File: src/rtl/bbox_pkg.sv
package bbox_pkg;
  localparam logic [7:0] FG_CODE = 8'hFF;

  typedef struct packed {
    logic loadInit;   // start a new frame
    logic compareEn;  // qualified foreground pixel present
    logic snapshot;   // copy running extremes to outputs
  } bbox_ctl_t;
endpackage

File: src/rtl/bbox_ctrl.sv
module bbox_ctrl
  import bbox_pkg::*;
(
  input  logic       pixValid,
  input  logic [7:0] pixVal,
  input  logic       frameStart,
  input  logic       frameEnd,
  output bbox_ctl_t  ctl
);
  always_comb begin
    ctl.loadInit  = frameStart;
    ctl.compareEn = pixValid && (pixVal == FG_CODE);
    ctl.snapshot  = frameEnd;
  end
endmodule

File: src/rtl/bbox_axis.sv
module bbox_axis
  import bbox_pkg::*;
#(
  parameter int LIMIT = 320,
  parameter int W     = $clog2(LIMIT + 1)
) (
  input  logic         clk,
  input  logic         rst_n,
  input  bbox_ctl_t    ctl,
  input  logic [W-1:0] coord,
  input  logic         takeSnap,
  output logic [W-1:0] outMin,
  output logic [W-1:0] outMax
);
  localparam logic [W-1:0] HI_LIM = W'(LIMIT);
  localparam logic [W-1:0] LO_LIM = W'(1);

  logic [W-1:0] runMin, runMax;
  logic [W-1:0] baseMin, baseMax;
  logic [W-1:0] nxtMin, nxtMax;

  always_comb begin
    baseMin = ctl.loadInit ? HI_LIM : runMin;
    baseMax = ctl.loadInit ? LO_LIM : runMax;
    nxtMin  = (ctl.compareEn && (coord < baseMin)) ? coord : baseMin;
    nxtMax  = (ctl.compareEn && (coord > baseMax)) ? coord : baseMax;
  end

  always_ff @(posedge clk) begin
    if (!rst_n) begin
      runMin <= HI_LIM;
      runMax <= LO_LIM;
      outMin <= '0;
      outMax <= '0;
    end else begin
      runMin <= nxtMin;
      runMax <= nxtMax;
      if (ctl.snapshot && takeSnap) begin
        outMin <= nxtMin;
        outMax <= nxtMax;
      end
    end
  end
endmodule

File: src/rtl/bbox_datapath.sv
module bbox_datapath
  import bbox_pkg::*;
#(
  parameter int COLS = 320,
  parameter int ROWS = 240,
  parameter int XW   = $clog2(COLS + 1),
  parameter int YW   = $clog2(ROWS + 1)
) (
  input  logic          clk,
  input  logic          rst_n,
  input  bbox_ctl_t     ctl,
  input  logic [XW-1:0] pixX,
  input  logic [YW-1:0] pixY,
  output logic [XW-1:0] xMin,
  output logic [XW-1:0] xMax,
  output logic [YW-1:0] yMin,
  output logic [YW-1:0] yMax,
  output logic          boxValid
);
  logic seen, nxtSeen;

  always_comb nxtSeen = (ctl.loadInit ? 1'b0 : seen) | ctl.compareEn;

  always_ff @(posedge clk) begin
    if (!rst_n) begin
      seen     <= 1'b0;
      boxValid <= 1'b0;
    end else begin
      seen <= nxtSeen;
      if (ctl.snapshot) boxValid <= nxtSeen;
    end
  end

  for (genvar a = 0; a < 2; a++) begin : gAxis
    if (a == 0) begin : gX
      bbox_axis #(.LIMIT(COLS), .W(XW)) uAxis (
        .clk(clk), .rst_n(rst_n), .ctl(ctl), .coord(pixX),
        .takeSnap(nxtSeen), .outMin(xMin), .outMax(xMax));
    end else begin : gY
      bbox_axis #(.LIMIT(ROWS), .W(YW)) uAxis (
        .clk(clk), .rst_n(rst_n), .ctl(ctl), .coord(pixY),
        .takeSnap(nxtSeen), .outMin(yMin), .outMax(yMax));
    end
  end
endmodule

File: src/rtl/bbox_tracker.sv
module bbox_tracker
  import bbox_pkg::*;
#(
  parameter int COLS = 320,
  parameter int ROWS = 240,
  localparam int XW  = $clog2(COLS + 1),
  localparam int YW  = $clog2(ROWS + 1)
) (
  input  logic          clk,
  input  logic          rst_n,
  input  logic          pixValid,
  input  logic [7:0]    pixVal,
  input  logic [XW-1:0] pixX,
  input  logic [YW-1:0] pixY,
  input  logic          frameStart,
  input  logic          frameEnd,
  output logic [XW-1:0] xMin,
  output logic [XW-1:0] xMax,
  output logic [YW-1:0] yMin,
  output logic [YW-1:0] yMax,
  output logic          boxValid
);
  bbox_ctl_t ctl;

  bbox_ctrl uCtrl (
    .pixValid(pixValid), .pixVal(pixVal),
    .frameStart(frameStart), .frameEnd(frameEnd), .ctl(ctl));

  bbox_datapath #(.COLS(COLS), .ROWS(ROWS), .XW(XW), .YW(YW)) uDp (
    .clk(clk), .rst_n(rst_n), .ctl(ctl), .pixX(pixX), .pixY(pixY),
    .xMin(xMin), .xMax(xMax), .yMin(yMin), .yMax(yMax),
    .boxValid(boxValid));
endmodule

File: config.mk
export PLATFORM = sky130hd
export DESIGN_NAME = bbox_tracker
export DESIGN_NICKNAME = d
export VERILOG_FILES = /design/src/rtl/bbox_pkg.sv /design/src/rtl/bbox_ctrl.sv /design/src/rtl/bbox_axis.sv /design/src/rtl/bbox_datapath.sv /design/src/rtl/bbox_tracker.sv
export SDC_FILE = /design/constraint.sdc
export NUM_CORES = 1
export LEC_CHECK = 0
export BUFFER_PORTS_ARGS = -buffer_cell sky130_fd_sc_hd__buf_4
export CORE_ASPECT_RATIO = 0.6
export CORE_MARGIN = 5
export CORE_UTILIZATION = 50
export CTS_CLUSTER_SIZE = 20
export DETAILED_ROUTE_END_ITERATION = 8
export GPL_TIMING_DRIVEN = 0
export PLACE_DENSITY = 0.76
export SLEW_MARGIN = 15
export SYNTH_ARGS = -nofsm -noshare
export SYNTH_HDL_FRONTEND = slang
export SYNTH_SLANG_ARGS = --single-unit
File: constraint.sdc
create_clock -name clk -period 2.35 [get_ports clk]
set_input_delay 0.3525 -clock clk [delete_from_list [all_inputs] [get_ports clk]]
set_output_delay 0.3525 -clock clk [all_outputs]
set_load 0.02 [all_outputs]
# Word-level counts from Yosys, hierarchy flattened
# Cells that the tools add are included.
# W data, S select, Z words.
# op_classes
magnitude_cmp	4
reduce_logical	6
bitwise_logic	1
n_mux	9
eq_ne	1
# op_table
cell	count
$mux W9	4
$mux W8	4
$gt A9 B9 Y1	1
$lt A9 B9 Y1	1
$eq A8 B8 Y1 const B	1
$gt A8 B8 Y1	1
$lt A8 B8 Y1	1
$logic_and A1 B1 Y1	6
$mux W1	1
$or A1 B1 Y1	1
# word_totals
reg_bits	70
wordCells	31
out_inout_bits	35
input_bits	30

# Longest topological paths before layout
# depth
depth_word	4
ltp_mapped	11
mapped_depth_nobuf	8

# Modules after synthesis
# Synthesis repeated with hierarchy kept, for this count alone.
# unflattened
cells_unflattened	392
area_unflattened_um2	3567.2
# by_module_without_submodules
mod	instances	cells_per_inst	seq_area_each_um2	area_each_um2
bbox_axis at uDp.gAxis[0].gX.uAxis	1	190	720.7	1779.2
bbox_axis at uDp.gAxis[1].gY.uAxis	1	188	640.6	1667.8
bbox_datapath	1	8	40.0	80.1
bbox_ctrl	1	6	0.0	40.0

# Least setup slack after synthesis
# Ideal clock, no wire load.
# synth_timing
path_type	input to register
from	input port frameStart
to	register uDp.gAxis[0].gX.uAxis.outMax[1]
setup_ps	71
path_slack_ps	-149
path_stages	10
arrival_time_ps	2428
path_buffers	2
required_ps	2279
path_cell_list	buf_2 clkbuf_1 nand2b_1 ha_1 nand4_1 nor3_1 a2111oi_2 a211oi_4 mux2_2 o2bb2ai_1
# synth_between
elab_chain_len	4
# synth_lines
element	line_no	text
start, declared	bbox_tracker.sv:15	input logic frameStart,
$mux W9	bbox_axis.sv:24	baseMax = ctl.loadInit ? LO_LIM : runMax;
$gt A9 B9 Y1	bbox_axis.sv:26	nxtMax = (ctl.compareEn && (coord > baseMax)) ? coord : baseMax;
$logic_and A1 B1 Y1	bbox_axis.sv:26	
$mux W9	bbox_axis.sv:26	
end signal, assigned	bbox_axis.sv:40	outMax <= nxtMax;
end, declared	bbox_axis.sv:13	output logic [W-1:0] outMax
# Parallel ways exist; a longest one is shown, timed or not.
# A chain may end at the register's enable or synchronous reset.

# Worst setup path after layout
# layout_timing
from	input port frameStart
to	register uDp.gAxis[0].gX.uAxis.outMax[4]
# Same word-level chain as after synthesis.

==> summary.md <==
| Metric | Value |
|---|---|
| #FFs+latches synth | 70 |
| Max incr delay on CP | 360 ps |
| Outcome | completed |
| CTS clock-pin slew for the worst setup and hold paths | 50 ps |
| Sequential share of the synthesized area | 40.3% |
| Syn_area_per_cell | 10.4 µm² |
| Power Density | 583 nW/µm² |
| GP Congestion | 0.826 |
| Syn nets | 395 |
| Placed Cells | 483 |
| Top Metal Used | met4 |
| WL final | 8860 µm |
| Yosys top cell by area | dfxtp_1 |
| Wl on met1 | 4510 µm |
| Layout Nets | 472 |
| Mapped Area | 3480 µm² |
| Synth async-reset ratio | 0% |
| Post-synth EDFFs | 0 |
| Syn Inst Count | 333 |
| Final HPWL DP | 6390 µm |
| I/O pin cnt | 65 |
| Commonest non-fill, non-tap cell in the layout | dfxtp_1 |
| N_diodes | 0 |
| PortBufs | 63 |
| Synth warn | 0 |
| Die extent in y | 74.6 µm |
| Pin count of the biggest net entering global routing | 11 |
| Cell Count, Final, Fillers Out | 500 |
| CTS Buffer Depth | 2 |
| H-Tree Depth | 3 |
| Synth top area cells | dfxtp_1, ha_1, mux2_2 |
| Commonest non-fill, non-tap cells in the layout | dfxtp_1, buf_4, ha_1, nand2b_1 |
| RSZ-0062 raised after global routing | yes |
| Worst Hold Class | input port to register |
| Final setup fails | 0 |
| Hold Vio Cnt, Final | 0 |
| DR DRC count | 0 |
| Slew Limit Fails | 0 |
| CTS tree | done |
| Multi-input combinational cell area | 2060 µm² |
| Worst slack, placed | -439 ps |
| Critical Path RT | 2610 ps |
| GRT overflow | 0 |
| Worst slew pin tran | 632 ps |
| Minimum clock period | 2310 ps |
| Worst Path Arrival | 2570 ps |
| First-pass GRT wire length | 14400 µm |
| Vias in the first global route | 2702 |
| Startpoint types | input port |
| Relative slew margins | 57.8% |
| Routed vias/inst | 5.39 |
| Critical path class | input port to register |
| First-pass DRT Iterations | 4 |
| Total negative slack | 0 ps |
| Full die area | 8780 µm² |
| Hold-critical path depth | 3 |
| Routed length on met2 | 3810 µm |
| Final Cycle Share | 98.4% |
| Routed wl met3 | 387 µm |
| Max-cap check violation count | 0 |
| Total CTS buffers | 9 |
| VDD IR max | 499 µV |
| CP Cell Sequence | buf_8 > clkbuf_8 > nand2b_1 > ha_1 > nand4_1 > nor3_2 > a2111oi_4 > a211oi_4 > buf_6 > mux2_2 > o2bb2ai_2 |
| Std cell rows | 23 |
| GR Util All Layers | 21.0% |
| Initial antenna violation count | 0 |
| Initial core utilization | 51.9% |
| Area growth from synthesis to layout | 31.0% |
| Fmax | 0.433 GHz |
| CTS Root Cell | clkbuf_16 |
| Pleak | 1.87 nW |
| Via count | 2697 |
| Clock Latency Late Sink | 330 ps |
| Reg2Reg Depth | 9 |
| Layout cells sized above 1 | 38.7% |
| CTS Sinks | 70 |
| Die width | 118 µm |
| Top_reg_cell synth | dfxtp_1 |
| Critical Path Fanout Max | 10 |
| Post-route setup slack | 38.7 ps |
| Synth top area share | 40.3% |
| Core box area | 6710 µm² |
| Post-synthesis cell type count | 36 |
| Fillcell total | 513 |
| Skew final | 4.82 ps |
| Worst path slowest cell | mux2_2 |
| Worst Hold Slack | 316 ps |
| CP Capture Type | register |
| Setup slack, reg-to-reg | 100 ps |
| Pwr Total | 2.66 mW |
| DRT antenna net count | 0 |
| Sequential cell area | 1400 µm² |
| DRT iter0 DRCs | 153 |
| Wire per inst | 17.7 µm |
[critical path, delay by kind of cell]
| family | cells | cell delay (ps) |
|---|---|---|
| simple gates | 3 | 630 |
| mux | 1 | 360 |
| fa+ha+maj | 1 | 280 |
| compound gates | 3 | 470 |
| buf+inv | 3 | 470 |
[cells by family (layout without fill, tap and decap cells)]
| logic type | Yosys count | in the layout | share of synthesized area, % |
|---|---|---|---|
| and+or+nand+nor | 96 | 96 | 16.1 |
| adders and majority gates | 32 | 32 | 11.5 |
| DFF | 70 | 70 | 40.3 |
| buffers and inverters | 38 | 118 | 4.71 |
| muxes | 34 | 34 | 11.6 |
| AOI/OAI and AO/OA | 63 | 63 | 15.7 |
[layer usage]
metal  vias to the layer above  track usage (%)
li1                       1333                -
met1                      1289             29.1
met2                        60             31.5
met3                        15             6.76
met4                         0             6.74
met5                         -                0
[Yosys cell counts, drive strengths merged (3+ instances only)]
cell	instances
o2bb2ai	34
nor2	11
a21oi	6
nand2b	26
mux2	30
mux2i	4
nor2b	28
clkbuf	9
a211oi	5
a21o	3
ha	32
nand4	6
dfxtp	70
nand2	12
buf	10
nand3	3
inv	19
o21ai	8
[report_power, final]
part | switching, mW | internal, mW
clock network | 0.478 | 0.787
registers | 0.000297 | 1.19
logic | 0.107 | 0.0967
[what timing repair did]
action / in CTS / in global routing
gates cloned: 0 / 1
hold buffers: 0 / 0
endpoints found under the setup margin: 33 / 34
endpoints found under the hold margin: 0 / 0
buffers inserted: 2 / 0
pin swaps: 2 / 5
gates resized for setup: 3 / 22
[sequential cells by signal (all words and copies together), names as in the netlist]
register	cells
uDp.gAxis.gY.uAxis.outMin	8
uDp.gAxis.gY.uAxis.runMax	8
uDp.boxValid	1
uDp.gAxis.gX.uAxis.runMin	9
uDp.gAxis.gX.uAxis.runMax	9
uDp.gAxis.gX.uAxis.outMax	9
uDp.gAxis.gX.uAxis.outMin	9
uDp.seen	1
uDp.gAxis.gY.uAxis.runMin	8
uDp.gAxis.gY.uAxis.outMax	8
[cell type report]
cell class / count / area share [%]
multi-input combinational: 225 / 45.3
buffer: 19 / 2.77
timing repair buffer: 66 / 11.1
clock buffer: 13 / 5.93
clock inverter: 1 / 0.110
sequential: 70 / 30.8
tap: 87 / 2.39
inverter: 19 / 1.57
[final timing paths]
kind	from	end
max	frameStart	uDp.gAxis[0].gX.uAxis.outMax[4]
min	frameEnd	uDp.boxValid
max reg2reg	uDp.gAxis[0].gX.uAxis.runMax[8]	uDp.gAxis[0].gX.uAxis.outMax[4]
min reg2reg	uDp.gAxis[0].gX.uAxis.outMax[2]	uDp.gAxis[0].gX.uAxis.outMax[2]
[metrics by stage]
step           util [%]  cell area (µm²)
2_1_floorplan         -             3590
3_3_place_gp       62.2             4170
3_5_place_dp       62.2             4170
4_1_cts            66.6             4470
5_1_grt            67.9             4550
6_report           67.9             4550
Power figures use the tool's default switching activity.
